==> config.mk <==
export PLATFORM = sky130hd
export DESIGN_NAME = prog_flag_fifo
export DESIGN_NICKNAME = d
export VERILOG_FILES = /design/src/rtl/prog_flag_fifo_pkg.sv /design/src/rtl/pff_level.sv /design/src/rtl/pff_store.sv /design/src/rtl/pff_offsets.sv /design/src/rtl/pff_flags.sv /design/src/rtl/prog_flag_fifo.sv
export SDC_FILE = /design/constraint.sdc
export NUM_CORES = 2
export LEC_CHECK = 0
export BUFFER_PORTS_ARGS = -buffer_cell sky130_fd_sc_hd__buf_2
export CAP_MARGIN = 20
export CELL_PAD_IN_SITES_DETAIL_PLACEMENT = 1
export CELL_PAD_IN_SITES_GLOBAL_PLACEMENT = 1
export CORE_UTILIZATION = 45
export CTS_BUF_LIST = sky130_fd_sc_hd__clkbuf_4 sky130_fd_sc_hd__clkbuf_8
export CTS_CLUSTER_SIZE = 40
export DETAILED_ROUTE_END_ITERATION = 10
export PLACE_DENSITY = 0.68
export SYNTH_ARGS = -nofsm -noshare
export SYNTH_HDL_FRONTEND = slang
export SYNTH_HIERARCHICAL = 1
export SYNTH_MEMORY_MAX_BITS = 65536
export SYNTH_SLANG_ARGS = --single-unit
==> constraint.sdc <==
create_clock -name clk -period 4 [get_ports clk]
set_clock_uncertainty 0.15 [all_clocks]
set_input_delay 1.2 -clock clk [delete_from_list [all_inputs] [get_ports clk]]
set_output_delay 1.2 -clock clk [all_outputs]
set_load 0.02 [all_outputs]
==> src/rtl/prog_flag_fifo_pkg.sv <==
package prog_flag_fifo_pkg;
    typedef enum logic [1:0] {
        ST_EMPTY   = 2'd0,
        ST_PARTIAL = 2'd1,
        ST_FULL    = 2'd2
    } fill_state_t;

    localparam int OFS_FIELD_W = 9;
    localparam int OFS_RESET   = 7;
endpackage

==> src/rtl/pff_level.sv <==
module pff_level
    import prog_flag_fifo_pkg::*;
#(
    parameter int DEPTH = 256,
    localparam int CNT_W = $clog2(DEPTH) + 1
) (
    input  logic             clk,
    input  logic             rst_n,
    input  logic             push,
    input  logic             pop,
    output logic             push_ok,
    output logic             pop_ok,
    output logic [CNT_W-1:0] count
);
    localparam logic [CNT_W-1:0] FULL_CNT = CNT_W'(DEPTH);

    fill_state_t      state, state_nxt;
    logic [CNT_W-1:0] count_nxt;

    always_comb begin
        push_ok = 1'b0;
        pop_ok  = 1'b0;
        unique case (state)
            ST_EMPTY:   push_ok = push;
            ST_PARTIAL: begin
                push_ok = push;
                pop_ok  = pop;
            end
            ST_FULL:    pop_ok = pop;
            default:    ;
        endcase
    end

    always_comb begin
        count_nxt = count;
        if (push_ok && !pop_ok) count_nxt = count + 1'b1;
        else if (pop_ok && !push_ok) count_nxt = count - 1'b1;
    end

    always_comb begin
        state_nxt = state;
        unique case (state)
            ST_EMPTY:   if (push_ok) state_nxt = ST_PARTIAL;
            ST_PARTIAL: begin
                if (count_nxt == '0) state_nxt = ST_EMPTY;
                else if (count_nxt == FULL_CNT) state_nxt = ST_FULL;
            end
            ST_FULL:    if (pop_ok) state_nxt = ST_PARTIAL;
            default:    state_nxt = ST_EMPTY;
        endcase
    end

    always_ff @(posedge clk or negedge rst_n) begin
        if (!rst_n) begin
            state <= ST_EMPTY;
            count <= '0;
        end else begin
            state <= state_nxt;
            count <= count_nxt;
        end
    end
endmodule

==> src/rtl/pff_store.sv <==
module pff_store #(
    parameter int DATA_W = 18,
    parameter int DEPTH  = 256,
    localparam int PTR_W = $clog2(DEPTH)
) (
    input  logic              clk,
    input  logic              rst_n,
    input  logic              wr_en,
    input  logic [DATA_W-1:0] wr_data,
    input  logic              rd_en,
    output logic [DATA_W-1:0] rd_data
);
    logic [DATA_W-1:0] mem [DEPTH];
    logic [PTR_W-1:0]  wr_ptr, rd_ptr;

    always_ff @(posedge clk) begin
        if (wr_en) mem[wr_ptr] <= wr_data;
    end

    always_ff @(posedge clk or negedge rst_n) begin
        if (!rst_n) begin
            wr_ptr  <= '0;
            rd_ptr  <= '0;
            rd_data <= '0;
        end else begin
            if (wr_en) wr_ptr <= wr_ptr + 1'b1;
            if (rd_en) begin
                rd_ptr  <= rd_ptr + 1'b1;
                rd_data <= mem[rd_ptr];
            end
        end
    end
endmodule

==> src/rtl/pff_offsets.sv <==
module pff_offsets
    import prog_flag_fifo_pkg::*;
#(
    parameter int DEPTH  = 256,
    parameter int WORD_W = 18,
    localparam int KEEP_W = $clog2(DEPTH)
) (
    input  logic                   clk,
    input  logic                   rst_n,
    input  logic                   load,
    input  logic                   sel,
    input  logic [WORD_W-1:0]      word,
    output logic [OFS_FIELD_W-1:0] ae_ofs,
    output logic [OFS_FIELD_W-1:0] af_ofs
);
    logic [OFS_FIELD_W-1:0] trimmed;

    generate
        if (KEEP_W < OFS_FIELD_W) begin : g_trim
            assign trimmed = {{(OFS_FIELD_W - KEEP_W){1'b0}}, word[KEEP_W-1:0]};
        end else begin : g_full
            assign trimmed = word[OFS_FIELD_W-1:0];
        end
    endgenerate

    always_ff @(posedge clk or negedge rst_n) begin
        if (!rst_n) begin
            ae_ofs <= OFS_FIELD_W'(OFS_RESET);
            af_ofs <= OFS_FIELD_W'(OFS_RESET);
        end else if (load) begin
            if (sel) af_ofs <= trimmed;
            else     ae_ofs <= trimmed;
        end
    end
endmodule

==> src/rtl/pff_flags.sv <==
module pff_flags
    import prog_flag_fifo_pkg::*;
#(
    parameter int DEPTH = 256,
    localparam int CNT_W = $clog2(DEPTH) + 1,
    localparam int CMP_W = CNT_W + 1
) (
    input  logic [CNT_W-1:0]       count,
    input  logic [OFS_FIELD_W-1:0] ae_ofs,
    input  logic [OFS_FIELD_W-1:0] af_ofs,
    output logic                   empty_n,
    output logic                   almost_empty_n,
    output logic                   almost_full_n,
    output logic                   full_n
);
    localparam logic [CMP_W-1:0] DEPTH_C = CMP_W'(DEPTH);

    logic [CMP_W-1:0] cnt_c, ae_c, af_c;

    always_comb begin
        cnt_c          = CMP_W'(count);
        ae_c           = CMP_W'(ae_ofs);
        af_c           = CMP_W'(af_ofs);
        empty_n        = (cnt_c != '0);
        almost_empty_n = (cnt_c > ae_c);
        almost_full_n  = ((cnt_c + af_c) < DEPTH_C);
        full_n         = (cnt_c != DEPTH_C);
    end
endmodule

==> src/rtl/prog_flag_fifo.sv <==
module prog_flag_fifo
    import prog_flag_fifo_pkg::*;
#(
    parameter int DATA_W = 18,
    parameter int DEPTH  = 256,
    parameter int WORD_W = 18
) (
    input  logic              clk,
    input  logic              rst_n,
    input  logic              push,
    input  logic [DATA_W-1:0] din,
    input  logic              pop,
    output logic [DATA_W-1:0] dout,
    input  logic              ofs_load,
    input  logic              ofs_sel,
    input  logic [WORD_W-1:0] ofs_data,
    output logic              empty_n,
    output logic              almost_empty_n,
    output logic              almost_full_n,
    output logic              full_n
);
    localparam int CNT_W = $clog2(DEPTH) + 1;

    logic                   push_ok, pop_ok;
    logic [CNT_W-1:0]       count;
    logic [OFS_FIELD_W-1:0] ae_ofs, af_ofs;

    pff_level #(.DEPTH(DEPTH)) u_level (
        .clk(clk), .rst_n(rst_n), .push(push), .pop(pop),
        .push_ok(push_ok), .pop_ok(pop_ok), .count(count)
    );

    pff_store #(.DATA_W(DATA_W), .DEPTH(DEPTH)) u_store (
        .clk(clk), .rst_n(rst_n), .wr_en(push_ok), .wr_data(din),
        .rd_en(pop_ok), .rd_data(dout)
    );

    pff_offsets #(.DEPTH(DEPTH), .WORD_W(WORD_W)) u_offsets (
        .clk(clk), .rst_n(rst_n), .load(ofs_load), .sel(ofs_sel),
        .word(ofs_data), .ae_ofs(ae_ofs), .af_ofs(af_ofs)
    );

    pff_flags #(.DEPTH(DEPTH)) u_flags (
        .count(count), .ae_ofs(ae_ofs), .af_ofs(af_ofs),
        .empty_n(empty_n), .almost_empty_n(almost_empty_n),
        .almost_full_n(almost_full_n), .full_n(full_n)
    );
endmodule

### Word-level counts from Yosys, hierarchy flattened

Memories as Yosys holds them, arrays and structs flattened. A register that Yosys moved wholly into a read port is not among the register bits.
Index checks and enable logic that the tools add are counted.

* register bits: 43
* bits in writable memories: 4608
* output and inout bits: 22
* logic and storage cells: 46
* memories: 1

* add/sub/neg operators: 5
* magnitude comparators: 2
* equality and inequality tests: 7
* mux-type cells: 11
* bitwise gates (word level): 1
* reductions and logical operators: 13

Memory list
* u_store.mem: depth 256, width 18, rd ports 1, clocked after Yosys merged registers in 1, write ports 1, line pff_store.sv:13 `logic [DATA_W-1:0] mem [DEPTH];`

Operators with widths (count)
* $mux 9: 2
* $add 8x1->8 const B: 2
* $add 9x8->10: 1
* $lt 10x9->1 const B: 1
* $add 9x1->9 const B: 1
* $eq 9x9->1 const B: 1
* $gt 9x8->1: 1
* $logic_not 9->1: 1
* $ne 9x9->1 const B: 1
* $reduce_bool 9->1: 1
* $sub 9x1->9 const B: 1
* $mux 2: 4
* $pmux 2 s3: 1
* $mux 1: 4
* $ne 2x1->1 const B: 2
* $reduce_and 2->1: 2
* $reduce_or 2->1: 2
* $logic_not 1->1: 3
* $ne 3x1->1 const B: 1
* $reduce_and 3->1: 1
* $eq 2x1->1 const B: 1
* $eq 2x2->1 const B: 1
* $logic_and 1x1->1: 2
* $logic_not 2->1: 1
* $not 1->1: 1

### Logic depth before layout (Yosys ltp)

* depth in word-level cells: 11
* mapped depth: 14
* mapped depth without buffers: 10

### Hierarchy

Netlist, hierarchy kept.

Modules (own cells, without submodules)
* pff_store: instances 1, cells an instance 8285, area an instance 179300.7 um2, sequential area each 139223.5 um2
* pff_level: instances 1, cells an instance 92, area an instance 844.6 um2, sequential area each 275.3 um2
* pff_offsets: instances 1, cells an instance 38, area an instance 668.1 um2, sequential area each 407.9 um2
* pff_flags: instances 1, cells an instance 55, area an instance 425.4 um2, sequential area each 0.0 um2

### Worst setup path after synthesis

No wires, ideal clock.

* kind: input-to-reg
* start: input port push
* end: memory u_store.mem[63][0] (enable)
* library setup time: 416 ps
* data arrival time: 3522 ps
* required time: 3434 ps
* path slack: -88 ps
* stages: 7
* path buffers: 3
* path through: o21ai_4 -> inv_2 -> buf_6 -> clkbuf_1 -> clkbuf_1 -> nand4_1 -> nor3_1

* cells in the longest elaborated chain, start to end: 3

Ends and longest elaborated chain
* from (decl): line prog_flag_fifo.sv:10 `input logic push,`
* $mux 1: line pff_level.sv:23 `unique case (state)`
* named net push_ok: line prog_flag_fifo.sv:24 `logic push_ok, pop_ok;`
* $mux 1: line pff_store.sv:17 `if (wr_en) mem[wr_ptr] <= wr_data;`
* $mux 1 (not written as such): line pff_store.sv:17
* to (decl): line pff_store.sv:13

The timed path passes the listed nets, and every way through them passes these cells.

### Final worst setup path

* start: register u_level.count[8]
* end: output port almost_empty_n

* cells in the longest elaborated chain, start to end: 1

Ends and longest elaborated chain
* from (decl): line pff_level.sv:13 `output logic [CNT_W-1:0] count`
* from (signal assigned): line pff_level.sv:59 `count <= count_nxt;`
* $gt 9x8->1: line pff_flags.sv:25 `almost_empty_n = (cnt_c > ae_c);`
* to (decl): line prog_flag_fifo.sv:18 `output logic almost_empty_n,`

No other way between the ends.

==> flow_summary.ini <==
[run_status]
outcome = finished, violations left
violations = setup timing

[yosys]
syn_area_um2 = 181200
ys_types = 86
ys_seq_elements = 4669
synth_top_area_share_pct = 76.35
synth.most_common_cell = edfxtp_1
synthTopCellsByArea = edfxtp_1 (76%), mux4_2 (12%), mux2i_1 (3.1%)
synth_top_area_cell = edfxtp_1
avgSynthCellArea_um2 = 21.40
ys.flop_type = edfxtp_1
netlist_instances = 8470
async_reset_ff_share_pct = 1.306
synthTopCellsByCount = edfxtp_1 (4608), mux4_2 (954), mux2i_1 (558), nor2_1 (329), clkbuf_1 (195)
synth-seq-area-share_pct = 77.19
synth_edf_count = 4608
yosysWarnings = 6

[critical_path]
slowest_delay_ns = 0.48
worstSetupStartpointType = register
r2r_start = u_store/rd_ptr[2]$_DFFE_PN0P_
cp.buffers_inverters = 1
crit_cells = 6
rrSetupSlack_ns = -0.06
reg2reg_depth = 8
path_max_fanout = 5
crit_family = compound AO/OA/AOI/OAI gates
cp.arrival_ns = 2.78
required_ns = 2.65
crit_slowest_cell = dfrtp_1
cp_cell_sequence = ha_4 > o211ai_1 > o21ai_0 > o31ai_1 > a21oi_1 > buf_4
r2r_end = u_store/rd_data[0]$_DFFE_PN0P_
critical_path.endpoint_type = output pin
crit_type = register to output pin

[detailed_routing]
wl_per_cell_um = 36.15
drc = 0
vias = 97065
viasPerCell = 6.271
ant_nets = 0
wl_mm = 559.5
first_pass_iters = 6
drt_iter0_markers = 13065

[placed_design]
finalWeightedCongestion = 0.8546
portBuffers = 53
dp_hpwl_mm = 338.4
place_ws_ns = -0.1291
postPlaceCellArea_um2 = 195700

[floorplan]
rows = 232
core-area_um2 = 400000
die_x_um = 636.6
dieHeight_um = 636.6
initial_core_util_pct = 45.31
io_pins = 64
die_area_um2 = 405300

[power]
power.density_nw_per_um2 = 671.0
p_leak_nw = 67.91
ir_worst_vdd_uv = 441.6

[global_route]
antenna_found_initial = 30
grt_pass1_wl_mm = 774.6
overflow = 0
track_usage_pct = 27.19
grt_pass1_vias = 99160
grt_max_degree = 116

[worst_hold_path]
whs_path_depth = 1
hold_class = input pin to register
min_from = din[10]
min_to = u_store/mem[196][10]$_DFFE_PP_

[finish]
final_net_count = 9696
synthToLayoutAreaGrowth_pct = 16.06
final_area_um2 = 210300
drive_above_1_share_pct = 33.09

[clocking]
clockBufferDepth = 4
cts_tree = done
clk_latency_ns = 1.28
clk_pin_slew_ns = 0.06
cts_buffers = 735
cts-root-buf = clkbuf_8
cts_sinks = 4669
cts_max_level = 6

[sta]
fin_setup_tns_ns = -0.2504
timing.fmax_mhz = 242.4
slew_headroom_pct = 14.02
grt_setup_unrepaired = true
finalCritPeriodShare_pct = 103.2
setup_slack_ns = -0.1260
whs_ns = 0.09977
drv_slew = 0
tightestPinTransition_ns = 1.287
final-hold-violation-count = 0
setup_violations = 4
layout_min_cycle_time_ns = 4.126

[flow_run]
cap_violations = 0
-- worst max path at each step --
stage                                    startpoint                               to  slack [ns]
floorplan                                      push    u_store/mem[101][0]$_DFFE_PP_        0.26
global placement      u_store/rd_ptr[2]$_DFFE_PN0P_  u_store/rd_data[14]$_DFFE_PN0P_       -0.10
detailed placement    u_store/rd_ptr[0]$_DFFE_PN0P_   u_store/rd_data[2]$_DFFE_PN0P_       -0.13
CTS                 u_offsets/ae_ofs[1]$_DFFE_PN1P_                   almost_empty_n       -0.24
global route             u_level/count[8]$_DFF_PN0_                   almost_empty_n       -0.25
finish                   u_level/count[8]$_DFF_PN0_                   almost_empty_n       -0.13
-- cell families (layout without fill, tap and decap cells) --
family	count (synthesis)	after routing	synth area share, %
flops	4669	4669	77.19
fa+ha+maj	28	28	0.1933
buf+inv	537	2268	1.854
other cells	1	14	0.002069
simple gates	770	770	1.886
mux	1560	1560	15.26
xor+xnor	20	20	0.09665
compound gates	885	885	3.516
-- per-stage QoR --
step / utilization [%] / power (W) / instances
after CTS: 52.52 / 0.1410 / 15453
after global placement: 48.92 / 0.1007 / 14116
after global routing: 52.58 / 0.1447 / 15471
after floorplan: - / 0.08176 / 8471
after detailed placement: 48.93 / 0.1015 / 14118
final: 52.58 / 0.1411 / 15479
-- state kept, by name, summed over array words and instances (netlist names) --
name	flops
u_level/count	9
u_store/wr_ptr	8
u_store/rd_data	18
u_offsets/ae_ofs	8
u_store/rd_ptr	8
u_offsets/af_ofs	8
u_level/state	2
u_store/mem	4608
-- area by class of cell --
cell class	count	area [um^2]
fill	35216	189700
clock buffer	994	12140
inverter	27	117.6
clock inverter	319	1924
tap	5265	6588
antenna	12	30.03
timing repair buffer	928	10740
multi-input combinational	3265	38870
sequential	4669	139900
-- worst register-to-register path: cells and delay by family, from the launching register on --
kind            cells  cell delay [ns]
compound gates      5             1.73
buf+inv             2             0.62
flops               1             0.65
simple gates        1             0.79
-- where the power goes --
group          internal [W]  total [W]  switching (W)
Clock                0.0205     0.0395         0.0190
Combinational        0.0183     0.0467         0.0284
Sequential           0.0543     0.0549       0.000626
-- repair_timing --
action                     in CTS  in global routing
setup buffers                  13                 11
hold endpoints to repair       65                  0
hold buffers                    9                  0
cloned                          0                  1
pin swaps                       7                  3
setup endpoints to repair       6                 12
gates resized for setup        25                 12
-- layout by cell type (no fill, tap or decap), drive strengths merged, types with 15 or more instances in the layout --
| cell type | Yosys | routed |
|---|---|---|
| edfxtp | 4608 | 4608 |
| clkbuf | 198 | 995 |
| mux4 | 954 | 954 |
| buf | 312 | 918 |
| mux2i | 559 | 559 |
| nor2 | 329 | 329 |
| clkinv | 1 | 271 |
| nand2 | 191 | 191 |
| a21oi | 180 | 180 |
| a22oi | 115 | 115 |
| a221oi | 95 | 95 |
| o21ai | 91 | 91 |
| o221ai | 78 | 78 |
| nand3 | 66 | 66 |
| o22ai | 58 | 58 |
| dfrtp | 55 | 55 |
| inv | 26 | 49 |
| nor3 | 47 | 47 |
| mux2 | 47 | 47 |
| a211oi | 39 | 39 |
| nor2b | 39 | 39 |
| a22o | 38 | 38 |
| ha | 28 | 28 |
| a31oi | 25 | 25 |
| nand2b | 24 | 24 |
| a221o | 23 | 23 |
| o2111ai | 20 | 20 |
| a2111oi | 20 | 20 |
| o31ai | 19 | 19 |
| nand4 | 17 | 17 |
| xnor2 | 15 | 15 |
| nor4 | 15 | 15 |
-- per-layer routing --
layer	part of all wire, %	vias to the layer above	track usage (%)
met2	47	5726	43.07
met1	39	52271	37.68
met3	9.8	981	5.074
li1	-	38085	-
met4	4.2	2	10.41
met5	0.0023	-	0
No activity file was read; power rests on OpenSTA's default activity.
